**config.mk**
```make
export PLATFORM = sky130hd
export DESIGN_NAME = sm_switch_matrix
export DESIGN_NICKNAME = d
export VERILOG_FILES = /design/src/rtl/sm_pkg.sv /design/src/rtl/sm_cfg_chain.sv /design/src/rtl/sm_lane.sv /design/src/rtl/sm_switch_matrix.sv
export SDC_FILE = /design/constraint.sdc
export NUM_CORES = 1
export LEC_CHECK = 0
export BUFFER_PORTS_ARGS = -buffer_cell sky130_fd_sc_hd__buf_2
export CAP_MARGIN = 20
export CORE_ASPECT_RATIO = 1.4
export CORE_MARGIN = 5
export CORE_UTILIZATION = 50
export CTS_CLUSTER_DIAMETER = 120
export DETAILED_ROUTE_END_ITERATION = 8
export PLACE_DENSITY_LB_ADDON = 0.12
export SLEW_MARGIN = 20
export SYNTH_ARGS = -nofsm -noshare
export SYNTH_HDL_FRONTEND = slang
export SYNTH_HIERARCHICAL = 1
export SYNTH_SLANG_ARGS = --single-unit
```
**constraint.sdc**
```tcl
create_clock -name clk_i -period 3.5 [get_ports clk_i]
set_clock_uncertainty 0.05 [all_clocks]
set_input_delay 0.525 -clock clk_i [delete_from_list [all_inputs] [get_ports clk_i]]
set_output_delay 0.525 -clock clk_i [all_outputs]
set_load 0.05 [all_outputs]
```
**src/rtl/sm_pkg.sv**
```systemverilog
package sm_pkg;
  localparam int NUM_SIDES = 4;
  localparam int SIDE_W    = 2;

  typedef struct packed {
    logic                 inj_en;
    logic [NUM_SIDES-1:0] dst_long;
    logic [NUM_SIDES-1:0] dst_short;
    logic                 src_long;
    logic [SIDE_W-1:0]    src_side;
    logic                 route_en;
  } lane_cfg_t;

  localparam int LANE_CFG_W = $bits(lane_cfg_t);
endpackage

```
**src/rtl/sm_cfg_chain.sv**
```systemverilog
module sm_cfg_chain #(
  parameter int W = 8
) (
  input  logic         clk_i,
  input  logic         rst_ni,
  input  logic         shift_i,
  input  logic         data_i,
  output logic [W-1:0] cfg_o,
  output logic         data_o
);
  logic [W-1:0] sr_q;

  always_ff @(posedge clk_i or negedge rst_ni) begin
    if (!rst_ni)      sr_q <= '0;
    else if (shift_i) sr_q <= {sr_q[W-2:0], data_i};
  end

  assign cfg_o  = sr_q;
  assign data_o = sr_q[W-1];
endmodule

```
**src/rtl/sm_lane.sv**
```systemverilog
module sm_lane
  import sm_pkg::*;
(
  input  logic                 active_i,
  input  lane_cfg_t            cfg_i,
  input  logic [SIDE_W-1:0]    lb_side_i,
  input  logic                 lb_out_i,
  input  logic [NUM_SIDES-1:0] short_in_i,
  input  logic [NUM_SIDES-1:0] long_in_i,
  output logic [NUM_SIDES-1:0] short_out_o,
  output logic [NUM_SIDES-1:0] short_oe_o,
  output logic [NUM_SIDES-1:0] long_out_o,
  output logic [NUM_SIDES-1:0] long_oe_o,
  output logic                 conflict_o
);
  logic                 src_val;
  logic [NUM_SIDES-1:0] rte_s, rte_l, inj;

  assign src_val = cfg_i.src_long ? long_in_i[cfg_i.src_side] : short_in_i[cfg_i.src_side];

  always_comb begin
    for (int d = 0; d < NUM_SIDES; d++) begin
      // never drive the wire the route reads from
      rte_s[d] = active_i && cfg_i.route_en && cfg_i.dst_short[d] &&
                 !(!cfg_i.src_long && cfg_i.src_side == SIDE_W'(d));
      rte_l[d] = active_i && cfg_i.route_en && cfg_i.dst_long[d] &&
                 !(cfg_i.src_long && cfg_i.src_side == SIDE_W'(d));
      inj[d]   = active_i && cfg_i.inj_en && lb_side_i == SIDE_W'(d);
      short_oe_o[d]  = rte_s[d] | inj[d];
      short_out_o[d] = (rte_s[d] && !inj[d]) ? src_val :
                       (inj[d] && !rte_s[d]) ? lb_out_i : 1'b0;
      long_oe_o[d]   = rte_l[d];
      long_out_o[d]  = rte_l[d] & src_val;
    end
  end

  assign conflict_o = |(rte_s & inj);
endmodule

```
**src/rtl/sm_switch_matrix.sv**
```systemverilog
module sm_switch_matrix
  import sm_pkg::*;
#(
  parameter int NUM_CH = 4
) (
  input  logic                        clk_i,
  input  logic                        rst_ni,
  input  logic                        cfg_load_i,
  input  logic                        cfg_data_i,
  output logic                        cfg_data_o,
  input  logic [NUM_SIDES*NUM_CH-1:0] short_in_i,
  input  logic [NUM_SIDES*NUM_CH-1:0] long_in_i,
  output logic [NUM_SIDES*NUM_CH-1:0] short_out_o,
  output logic [NUM_SIDES*NUM_CH-1:0] short_oe_o,
  output logic [NUM_SIDES*NUM_CH-1:0] long_out_o,
  output logic [NUM_SIDES*NUM_CH-1:0] long_oe_o,
  input  logic [NUM_CH-1:0]           lb_out_i,
  output logic [NUM_CH-1:0]           lb_in_o,
  output logic                        conflict_o
);
  localparam int CFG_W = SIDE_W + NUM_CH * LANE_CFG_W;

  logic [CFG_W-1:0]  cfg;
  logic [SIDE_W-1:0] lb_side;
  logic              active;
  logic [NUM_CH-1:0] lane_conf;

  sm_cfg_chain #(.W(CFG_W)) u_chain (
    .clk_i   (clk_i),
    .rst_ni  (rst_ni),
    .shift_i (cfg_load_i),
    .data_i  (cfg_data_i),
    .cfg_o   (cfg),
    .data_o  (cfg_data_o)
  );

  assign lb_side = cfg[SIDE_W-1:0];
  assign active  = !cfg_load_i;

  for (genvar c = 0; c < NUM_CH; c++) begin : g_lane
    logic [NUM_SIDES-1:0] s_in, l_in, s_out, s_oe, l_out, l_oe;

    for (genvar d = 0; d < NUM_SIDES; d++) begin : g_side
      assign s_in[d]                    = short_in_i[d*NUM_CH+c];
      assign l_in[d]                    = long_in_i[d*NUM_CH+c];
      assign short_out_o[d*NUM_CH+c]    = s_out[d];
      assign short_oe_o[d*NUM_CH+c]     = s_oe[d];
      assign long_out_o[d*NUM_CH+c]     = l_out[d];
      assign long_oe_o[d*NUM_CH+c]      = l_oe[d];
    end

    sm_lane u_lane (
      .active_i    (active),
      .cfg_i       (lane_cfg_t'(cfg[SIDE_W+c*LANE_CFG_W +: LANE_CFG_W])),
      .lb_side_i   (lb_side),
      .lb_out_i    (lb_out_i[c]),
      .short_in_i  (s_in),
      .long_in_i   (l_in),
      .short_out_o (s_out),
      .short_oe_o  (s_oe),
      .long_out_o  (l_out),
      .long_oe_o   (l_oe),
      .conflict_o  (lane_conf[c])
    );

    assign lb_in_o[c] = s_in[lb_side];
  end

  assign conflict_o = |lane_conf;
endmodule

```
# == Word-level counts from Yosys, hierarchy flattened ==
# Index checks and enable logic that the tools add are counted.
# word_totals
latchBits,0
memories,0
wordCells,344
out_inout_bits,70
rom_bits,0
ramBits,0
input_bits,40
ff_bits,54
# op_classes
eq_ne,15
shifts,0
mux,60
magnitude_cmp,5
n_addsub,0
div_mod_pow,0
mul,0
n_bitwise,36
reduce_logical,227
# op_table
op,n
1-bit logical AND,152
1-bit logical NOT,69
1-bit 2-to-1 mux,48
1-bit binary-select mux with 2-bit select,12
2-bit equality test (second input constant),10
1-bit AND,16
4-bit AND,4
1-bit bitwise OR,16
16-bit OR reduction,1
2-bit by 3-bit < comparator with 1-bit output (second input constant),5
2-bit by 1-bit equality test with 1-bit output (second input constant),5
2-bit logical NOT,5

# == Logic depth before layout (Yosys ltp) ==
# Gate-level depths: netlist (run 1).
# logic_depth
word_depth,8
mapped_depth,6
mapped_depth_nobuf,6

# == By module ==
# Netlist (run 1), hierarchy kept.
# by_module_without_submodules
mod,instances,area_each_um2,seq_area_each_um2,cells_per_inst
sm_cfg_chain,1,2265.9,1351.3,115
sm_lane,4,394.1,0.0,58
sm_switch_matrix,1,116.4,0.0,6

# == Worst setup path after synthesis (run 1) ==
# No wires, ideal clock.
# synth_path
kind,input to output
start,input cfg_load_i
end,output long_out_o[12]
path_stages,5
arrival_time_ns,2.943
t_required_ns,2.925
setup_slack_ns,-0.018
n_path_buf,0
cell_sequence,inv_1 -> and2_0 -> nand2_1 -> a31oi_1 -> nor2b_1
# synth_via
elab_chain_len,5
# synth_lines
item,line_no,rtl
from (decl),sm_switch_matrix.sv:8,"input logic cfg_load_i,"
1-bit logical NOT,sm_switch_matrix.sv:38,assign active = !cfg_load_i;
1-bit logical AND (3 in a row),sm_lane.sv:26,rte_l[d] = active_i && cfg_i.route_en && cfg_i.dst_long[d] &&
via long_oe_o[12],sm_switch_matrix.sv:16,"output logic [NUM_SIDES*NUM_CH-1:0] long_oe_o,"
1-bit AND,sm_lane.sv:33,long_out_o[d] = rte_l[d] & src_val;
to (decl),sm_switch_matrix.sv:15,"output logic [NUM_SIDES*NUM_CH-1:0] long_out_o,"
# The timed path passes the listed nets, and every way through them passes these cells.

# == Final worst setup path (run 1) ==
# layout_path
start,register u_chain.sr_q[3] (netlist: u_chain/cfg_o[3])
end,output conflict_o
# layout_via
elab_chain_len,6
word_cells_on_any_way,18
cone_classes,eq/ne (3); bitwise (1); reduce/logical (14)
# layout_lines
item,line_no,rtl
from (decl),sm_cfg_chain.sv:11,logic [W-1:0] sr_q;
from (signal assigned),sm_cfg_chain.sv:15,"else if (shift_i) sr_q <= {sr_q[W-2:0], data_i};"
2-bit by 1-bit equality test with 1-bit output (tied with other cells),sm_lane.sv:25,!(!cfg_i.src_long && cfg_i.src_side == SIDE_W'(d));
1-bit logical AND,sm_lane.sv:25,
1-bit logical NOT,sm_lane.sv:25,
1-bit logical AND,sm_lane.sv:24,rte_s[d] = active_i && cfg_i.route_en && cfg_i.dst_short[d] &&
4-bit AND *,sm_lane.sv:37,assign conflict_o = |(rte_s & inj);
16-bit OR reduction *,sm_switch_matrix.sv:69,assign conflict_o = |lane_conf;
to (decl),sm_switch_matrix.sv:19,output logic conflict_o
# Every way passes the cells marked *; elsewhere a longest branch is shown, timed or not.

==> insert_results.sql, run 1 <==
INSERT INTO impl_metrics (metric_group, metric, value, unit) VALUES
('logic_synthesis', 'syn_avg_cell_area', '11.2', 'um^2'),
('clock_network', 'clock_tree.root_cell', 'clkbuf_8', ''),
('sta', 'timing.final.crit_share', '0.913', ''),
('drt', 'wire_per_inst', '16.9', 'um'),
('drt', 'route.vias.total', '3204', ''),
('run', 'cap_violations', '0', ''),
('clock_network', 'numClockSinks', '54', ''),
('power_and_ir_drop', 'post-layout-total-power', '0.00252', 'W'),
('clock_network', 'clk-insertion-delay-late', '0.31', 'ns'),
('floorplan', 'initial_utilization', '0.511', ''),
('sta', 'setup_violations', '0', ''),
('finish', 'drive_above_1_share', '0.459', ''),
('finish', 'fin_nets', '507', ''),
('clock_network', 'tritoncts.num_buffers', '5', ''),
('placement', 'place.detailed.hpwl', '7260', 'um'),
('finish', 'antenna-diode-count', '0', ''),
('global_route', 'grt_pass1_vias', '3170', ''),
('sta', 'tightestPinTransition', '0.958', 'ns'),
('sta', 'slew_violations', '0', ''),
('drt', 'first_pass_iters', '4', ''),
('critical_path', 'slowest_stage', 'dfrtp_1', ''),
('sta', 'worst_slack', '0.305', 'ns'),
('placement', 'port-buffer-count', '109', ''),
('critical_path', 'crit_type', 'reg -> out', ''),
('logic_synthesis', 'synth.lib_cells_used.distinct', '36', ''),
('clock_network', 'cts.path.max_buffers', '2', ''),
('global_route', 'maximum_number_of_pins_on_one_net_before_global_route_repair', '55', ''),
('clock_network', 'cts.clk_slew.worst_paths', '0.10', 'ns'),
('sta', 'max_clock_freq', '0.313', 'GHz'),
('clock_network', 'post_cts_buffers', '0', ''),
('power_and_ir_drop', 'power.clock.fraction', '0.168', ''),
('power_and_ir_drop', 'cellPowerDensity', '540', 'nW/um^2'),
('critical_path', 'critPathMaxStageDelay', '0.62', 'ns'),
('sta', 'setup_total_negative_slack', '0', 'ns'),
('floorplan', 'placement_rows', '38', ''),
('floorplan', 'coreArea', '7750', 'um^2'),
('finish', 'areaGrowthSynthToFinish', '18.0', '%'),
('logic_synthesis', 'syn-instance-count', '353', ''),
('drt', 'drt_first_iter_violations', '116', ''),
('critical_path', 'critPathLaunchType', 'flop', ''),
('floorplan', 'floorplan.die.height', '115', 'um'),
('placement', 'preCtsSetupSlack', '0.383', 'ns'),
('clock_network', 'cts.hold.buffers_added', '0', ''),
('power_and_ir_drop', 'power_report.internal_total', '0.00147', 'W'),
('drt', 'routed_wl', '9570', 'um'),
('outcome', 'status', 'complete, no violations', ''),
('logic_synthesis', 'synth.net_count', '393', ''),
('logic_synthesis', 'synth_seq_area_share', '0.341', ''),
('clock_network', 'tritoncts_clock_tree', 'built', ''),
('clock_network', 'resized_cells_post_cts', '0', ''),
('finish', 'largest_reg_flops', '54', ''),
('global_route', 'grt_pass1_wl', '15300', 'um'),
('power_and_ir_drop', 'power.net_switching', '0.00106', 'W'),
('floorplan', 'ios', '110', ''),
('sta', 'finalWorstPathRequiredPeriod', '3.19', 'ns'),
('drt', 'drc', '0', ''),
('logic_synthesis', 'postSynthRegisterBits', '54', ''),
('logic_synthesis', 'synth.cell_area', '3960', 'um^2'),
('drt', 'drt-vias-per-instance', '5.64', ''),
('floorplan', 'die-width', '85.2', 'um'),
('global_route', 'total_routing_resource_utilization_after_global_routing', '0.194', ''),
('critical_path', 'worst-endpoint-required', '2.92', 'ns'),
('power_and_ir_drop', 'p_leak', '2.40', 'nW'),
('power_and_ir_drop', 'irDropWorstVdd', '352', 'uV'),
('global_route', 'antenna_violations_before_repair', '0', ''),
('critical_path', 'cp_cell_sequence', 'inv_1 > o311a_1 > a22oi_1 > o221ai_1 > or4_1 > buf_2', ''),
('sta', 'worst_slew_margin_rel', '0.361', ''),
('floorplan', 'design.die.area', '9820', 'um^2'),
('clock_network', 'ctsHtreeMaxLevel', '2', ''),
('sta', 'rsz0062_at_grt', 'false', ''),
('placement', 'routabilityCongestion', '0.832', ''),
('drt', 'antenna_left', '0', ''),
('power_and_ir_drop', 'power.sequential.fraction', '0.381', ''),
('critical_path', 'critical_path.max_fanout', '12', ''),
('critical_path', 'critPathArrivalTime', '2.62', 'ns'),
('global_route', 'grt_overflow_total', '0', ''),
('power_and_ir_drop', 'comb_power_share', '0.451', ''),
('sta', 'whs', '0.232', 'ns'),
('worst_hold_path', 'worst_hold_path_type', 'in -> async', ''),
('sta', 'hold_violations', '0', ''),
('power_and_ir_drop', 'swShare', '0.419', ''),
('logic_synthesis', 'yosysWarnings', '6', ''),
('critical_path', 'endpoint_kind_of_the_worst_setup_timing_path', 'output pin', '');
## Yosys cell counts (all sizes together)
library cell	count	share of area
a21o	4	0.0088
a21oi	20	0.029
a22oi	4	0.0076
a2bb2o	4	0.020
a31oi	4	0.0063
and2	4	0.0063
and2b	4	0.0076
and3	4	0.0063
and4b	4	0.011
buf	11	0.041
dfrtp	54	0.34
inv	13	0.012
mux2	58	0.22
mux2i	8	0.020
mux4	4	0.027
nand2	48	0.046
nand2b	8	0.013
nand3	16	0.020
nand4	4	0.0063
nand4b	8	0.018
nor2	12	0.011
nor2b	16	0.025
nor3	4	0.0051
o2111ai	4	0.027
o221ai	4	0.0088
o22ai	8	0.013
o311a	4	0.010
o311ai	4	0.0088
o31ai	4	0.0076
or2	4	0.0063
or3	4	0.011
or4	1	0.0019
## metrics by stage
stage | util | instance area (um^2) | cells
after global placement | 0.588 | 4560 | 560
after CTS | 0.603 | 4670 | 568
after detailed placement | 0.588 | 4560 | 560
final | 0.603 | 4670 | 568
after global routing | 0.603 | 4670 | 568
after floorplan | - | 3980 | 353
## logic make-up after synthesis
kind of cell	share of synthesized area
and+or+nand+nor	0.195
DFF	0.341
AOI/OAI and AO/OA	0.147
buffers and inverters	0.0537
muxes	0.263
## cell usage in the layout (no fill, tap or decap), drive strengths merged
cell type / Yosys / final
or4: 1 / 1
o31ai: 4 / 4
dfrtp: 54 / 54
nand2: 48 / 48
o22ai: 8 / 8
nand4: 4 / 4
o311a: 4 / 4
a21o: 4 / 4
and2: 4 / 4
clkinvlp: 0 / 1
o221ai: 4 / 4
nor2b: 16 / 16
a31oi: 4 / 4
o311ai: 4 / 4
mux2i: 8 / 8
a2bb2o: 4 / 4
a21oi: 20 / 20
mux2: 58 / 58
nand4b: 8 / 8
clkbuf: 0 / 6
o2111ai: 4 / 4
nand2b: 8 / 8
or3: 4 / 4
inv: 13 / 13
nand3: 16 / 16
nor3: 4 / 4
and2b: 4 / 4
buf: 11 / 118
a22oi: 4 / 4
and3: 4 / 4
bufinv: 0 / 1
and4b: 4 / 4
mux4: 4 / 4
or2: 4 / 4
nor2: 12 / 12
## layer usage
layer | part of all wire | vias up | track usage
met2 | 0.51 | 93 | 0.342
met5 | 0 | - | 0
met1 | 0.44 | 1557 | 0.249
met4 | 0.0084 | 0 | 0.0475
met3 | 0.049 | 5 | 0.0294
li1 | - | 1549 | -
## worst max-delay path, delay by kind of cell, from the launching register on
| family | cells | cell delay (ns) |
|---|---|---|
| simple gates | 1 | 0.56 |
| flops | 1 | 0.62 |
| compound gates | 3 | 0.74 |
| buf+inv | 2 | 0.40 |
## power groups by stage
stage / combinational, W / sequential, W / clock, W
floorplan: 0.000939 / 0.000911 / 0
global placement: 0.00113 / 0.000967 / 0
detailed placement: 0.00114 / 0.000973 / 0
CTS: 0.00115 / 0.000963 / 0.000437
global route: 0.00121 / 0.000989 / 0.000461
finish: 0.00114 / 0.000960 / 0.000424
## cell type report
type,count,area [um^2]
clock inverter,2,37.5
multi-input combinational,275,2420
clock buffer,6,72.6
inverter,13,48.8
timing repair buffer,118,616
sequential,54,1350
tap,100,125
fill,683,3080
## worst paths after layout
check	from	endpoint	slack (ns)	cells after the start
setup / recovery	u_chain/cfg_o[3]$_DFFE_PN0P_	conflict_o	0.31	6
hold / removal	rst_ni	u_chain/cfg_o[38]$_DFFE_PN0P_	0.23	1
setup reg to reg	u_chain/cfg_o[0]$_DFFE_PN0P_	u_chain/cfg_o[1]$_DFFE_PN0P_	2.16	2
hold reg to reg	u_chain/cfg_o[13]$_DFFE_PN0P_	u_chain/cfg_o[14]$_DFFE_PN0P_	0.50	1
max in group asynchronous	rst_ni	u_chain/cfg_o[8]$_DFFE_PN0P_	2.37	2
min in group clk_i	cfg_data_i	u_chain/cfg_o[0]$_DFFE_PN0P_	0.41	2
Power figures use the tool's default switching activity.
==> inputs of run 2 (changes only) <==
Settings changed: ABC_AREA set to 1.
==> insert_results.sql, run 2 <==
INSERT INTO impl_metrics (metric_group, metric, value, unit) VALUES
('clock_network', 'tritoncts_clock_tree', 'built', ''),
('floorplan', 'initial_utilization', '0.505', ''),
('clock_network', 'tritoncts.num_buffers', '5', ''),
('clock_network', 'cts.path.max_buffers', '2', ''),
('logic_synthesis', 'synth_seq_area_share', '0.330', ''),
('sta', 'setup_violations', '0', ''),
('finish', 'layout.filler_cells', '857', ''),
('critical_path', 'timing.reg2reg.worst_path_depth', '3', ''),
('critical_path', 'critPathMaxStageDelay', '0.92', 'ns'),
('global_route', 'maximum_number_of_pins_on_one_net_before_global_route_repair', '56', ''),
('logic_synthesis', 'yosys-top-cells-area', 'dfrtp_1, nand2_1, nand3_1', ''),
('critical_path', 'slowest_stage', 'dfrtp_1', ''),
('finish', 'largest_reg_flops', '54', ''),
('finish', 'drive_above_1_share', '0.256', ''),
('logic_synthesis', 'postSynthRegisterBits', '54', ''),
('global_route', 'antenna_violations_before_repair', '0', ''),
('critical_path', 'critPathLaunchType', 'flop', ''),
('floorplan', 'die-width', '86.4', 'um'),
('power_and_ir_drop', 'irDropWorstVdd', '225', 'uV'),
('global_route', 'grt_pass1_vias', '3955', ''),
('floorplan', 'floorplan.die.height', '117', 'um'),
('worst_hold_path', 'worst_hold_path_type', 'in -> async', ''),
('critical_path', 'endpoint_kind_of_the_worst_setup_timing_path', 'output pin', ''),
('logic_synthesis', 'synth.top_cell.area_share', '0.330', ''),
('outcome', 'status', 'complete, no violations', ''),
('sta', 'finalWorstPathRequiredPeriod', '2.94', 'ns'),
('floorplan', 'placement_rows', '39', ''),
('drt', 'first_pass_iters', '4', ''),
('logic_synthesis', 'synth.net_count', '692', ''),
('critical_path', 'worstReg2RegStart', 'u_chain/cfg_o[1]$_DFFE_PN0P_', ''),
('finish', 'areaGrowthSynthToFinish', '16.7', '%'),
('clock_network', 'post_cts_buffers', '0', ''),
('drt', 'route.vias.total', '4287', ''),
('critical_path', 'critical_path.max_fanout', '23', ''),
('placement', 'port-buffer-count', '109', ''),
('global_route', 'grt_pass1_wl', '18100', 'um'),
('floorplan', 'ios', '110', ''),
('floorplan', 'coreArea', '8100', 'um^2'),
('logic_synthesis', 'synth.lib_cells_used.distinct', '16', ''),
('clock_network', 'numClockSinks', '54', ''),
('power_and_ir_drop', 'cellPowerDensity', '355', 'nW/um^2'),
('drt', 'drt-vias-per-instance', '5.00', ''),
('placement', 'routabilityCongestion', '0.887', ''),
('finish', 'fin_nets', '794', ''),
('drt', 'antenna_left', '0', ''),
('critical_path', 'crit_path_frequent_cell', 'nor2_1', ''),
('logic_synthesis', 'syn_avg_cell_area', '6.27', 'um^2'),
('logic_synthesis', 'synth.most_common_cell', 'nand2_1', ''),
('run', 'cap_violations', '0', ''),
('power_and_ir_drop', 'p_leak', '3.02', 'nW'),
('critical_path', 'worst-endpoint-required', '2.92', 'ns'),
('logic_synthesis', 'synth.cell_area', '4090', 'um^2'),
('clock_network', 'clock_tree.root_cell', 'clkbuf_16', ''),
('finish', 'antenna-diode-count', '0', ''),
('logic_synthesis', 'synth_commonest_cells', 'nand2_1, nand3_1, inv_1, nor2_1, dfrtp_1', ''),
('sta', 'tightestPinTransition', '0.879', 'ns'),
('global_route', 'total_routing_resource_utilization_after_global_routing', '0.219', ''),
('drt', 'wire_per_inst', '12.7', 'um'),
('critical_path', 'crit_type', 'reg -> out', ''),
('global_route', 'grt_overflow_total', '0', ''),
('critical_path', 'cp_cell_sequence', 'inv_1 > nand3_1 > nor2_1 > nor2_1 > nand3_1 > nor2_1 > nand2_1 > buf_2', ''),
('logic_synthesis', 'synth-edff-count', '0', ''),
('critical_path', 'critPathArrivalTime', '2.37', 'ns'),
('clock_network', 'clk-insertion-delay-late', '0.30', 'ns'),
('logic_synthesis', 'asyncSetResetFlopFracSynth', '1.00', ''),
('sta', 'setup_total_negative_slack', '0', 'ns'),
('clock_network', 'resized_cells_post_cts', '0', ''),
('critical_path', 'crit-reg2reg-capture', 'u_chain/cfg_o[2]$_DFFE_PN0P_', ''),
('placement', 'place.detailed.hpwl', '8090', 'um'),
('finish', 'most_common_library_cell_in_the_layout_ignoring_fill_and_taps', 'nand2_1', ''),
('logic_synthesis', 'yosysWarnings', '6', ''),
('clock_network', 'cts.clk_slew.worst_paths', '0.07', 'ns'),
('finish', 'layout.cells.most_common_list', 'nand2_1, buf_2, nand3_1', ''),
('sta', 'slew_violations', '0', ''),
('logic_synthesis', 'synth-main-ff-cell', 'dfrtp_1', ''),
('logic_synthesis', 'syn-instance-count', '652', ''),
('drt', 'routed_wl', '10900', 'um'),
('sta', 'rsz0062_at_grt', 'false', ''),
('sta', 'worst_slew_margin_rel', '0.414', ''),
('critical_path', 'reg2reg_setup_slack', '2.23', 'ns'),
('logic_synthesis', 'synth_area_leader_cell', 'dfrtp_1', ''),
('sta', 'whs', '0.254', 'ns'),
('clock_network', 'cts.hold.buffers_added', '0', ''),
('sta', 'timing.final.crit_share', '0.841', ''),
('drt', 'drt_first_iter_violations', '261', ''),
('floorplan', 'design.die.area', '10100', 'um^2'),
('clock_network', 'ctsHtreeMaxLevel', '2', ''),
('sta', 'max_clock_freq', '0.340', 'GHz'),
('drt', 'drc', '0', ''),
('sta', 'hold_violations', '0', '');
run 2: routing by layer:
layer | global-route usage | up-vias | routed length (um)
met3 | 0.0378 | 15 | 702
met2 | 0.377 | 124 | 5310
met4 | 0.0686 | 0 | 197
met5 | 0 | - | 0
met1 | 0.279 | 1942 | 4650
li1 | - | 2206 | -
run 2: where the power goes:
group          leakage [nW]  switching (W)  internal (W)
Combinational          2.21       0.000286      0.000119
Clock                0.0735       0.000237      0.000288
Sequential            0.739      0.0000861      0.000676
run 2: worst max-delay path, delay by kind of cell (launching register included):
kind,cells,cell delay (ns)
and+or+nand+nor,6,0.71
buffers and inverters,2,0.44
DFF,1,0.92
run 2: layout make-up:
cell class	instances	area, um^2	share of cell area
clock buffer	6	139	0.0291
clock inverter	2	16.3	0.00341
tap	102	128	0.0268
inverter	88	368	0.0771
timing repair buffer	112	568	0.119
multi-input combinational	493	2200	0.461
sequential	54	1350	0.283
run 2: per-stage QoR:
step	setup slack (ns)	total power (W)	std cells	utilization	instance area, um^2
3_3_place_gp	0.975	0.00117	849	0.570	4620
4_1_cts	0.570	0.00171	857	0.589	4770
5_1_grt	0.363	0.00179	857	0.589	4770
2_1_floorplan	1.22	0.00107	652	-	4090
6_report	0.556	0.00169	857	0.589	4770
3_5_place_dp	0.910	0.00118	849	0.570	4620
run 2: kinds of logic after synthesis:
family / synth area share
AOI/OAI and AO/OA: 0.00734
DFF: 0.330
buffers and inverters: 0.131
and+or+nand+nor: 0.531
run 2: worst max path at each step:
stage | slack (ns) | endpoint | startpoint | cells past startpoint
detailed placement | 0.91 | conflict_o | u_chain/cfg_o[0]$_DFFE_PN0P_ | 7
CTS | 0.57 | conflict_o | u_chain/cfg_o[0]$_DFFE_PN0P_ | 7
global placement | 0.98 | conflict_o | u_chain/cfg_o[0]$_DFFE_PN0P_ | 7
finish | 0.56 | conflict_o | u_chain/cfg_o[0]$_DFFE_PN0P_ | 8
global route | 0.36 | conflict_o | u_chain/cfg_o[0]$_DFFE_PN0P_ | 8
floorplan | 1.22 | conflict_o | u_chain/cfg_o[53]$_DFFE_PN0P_ | 9
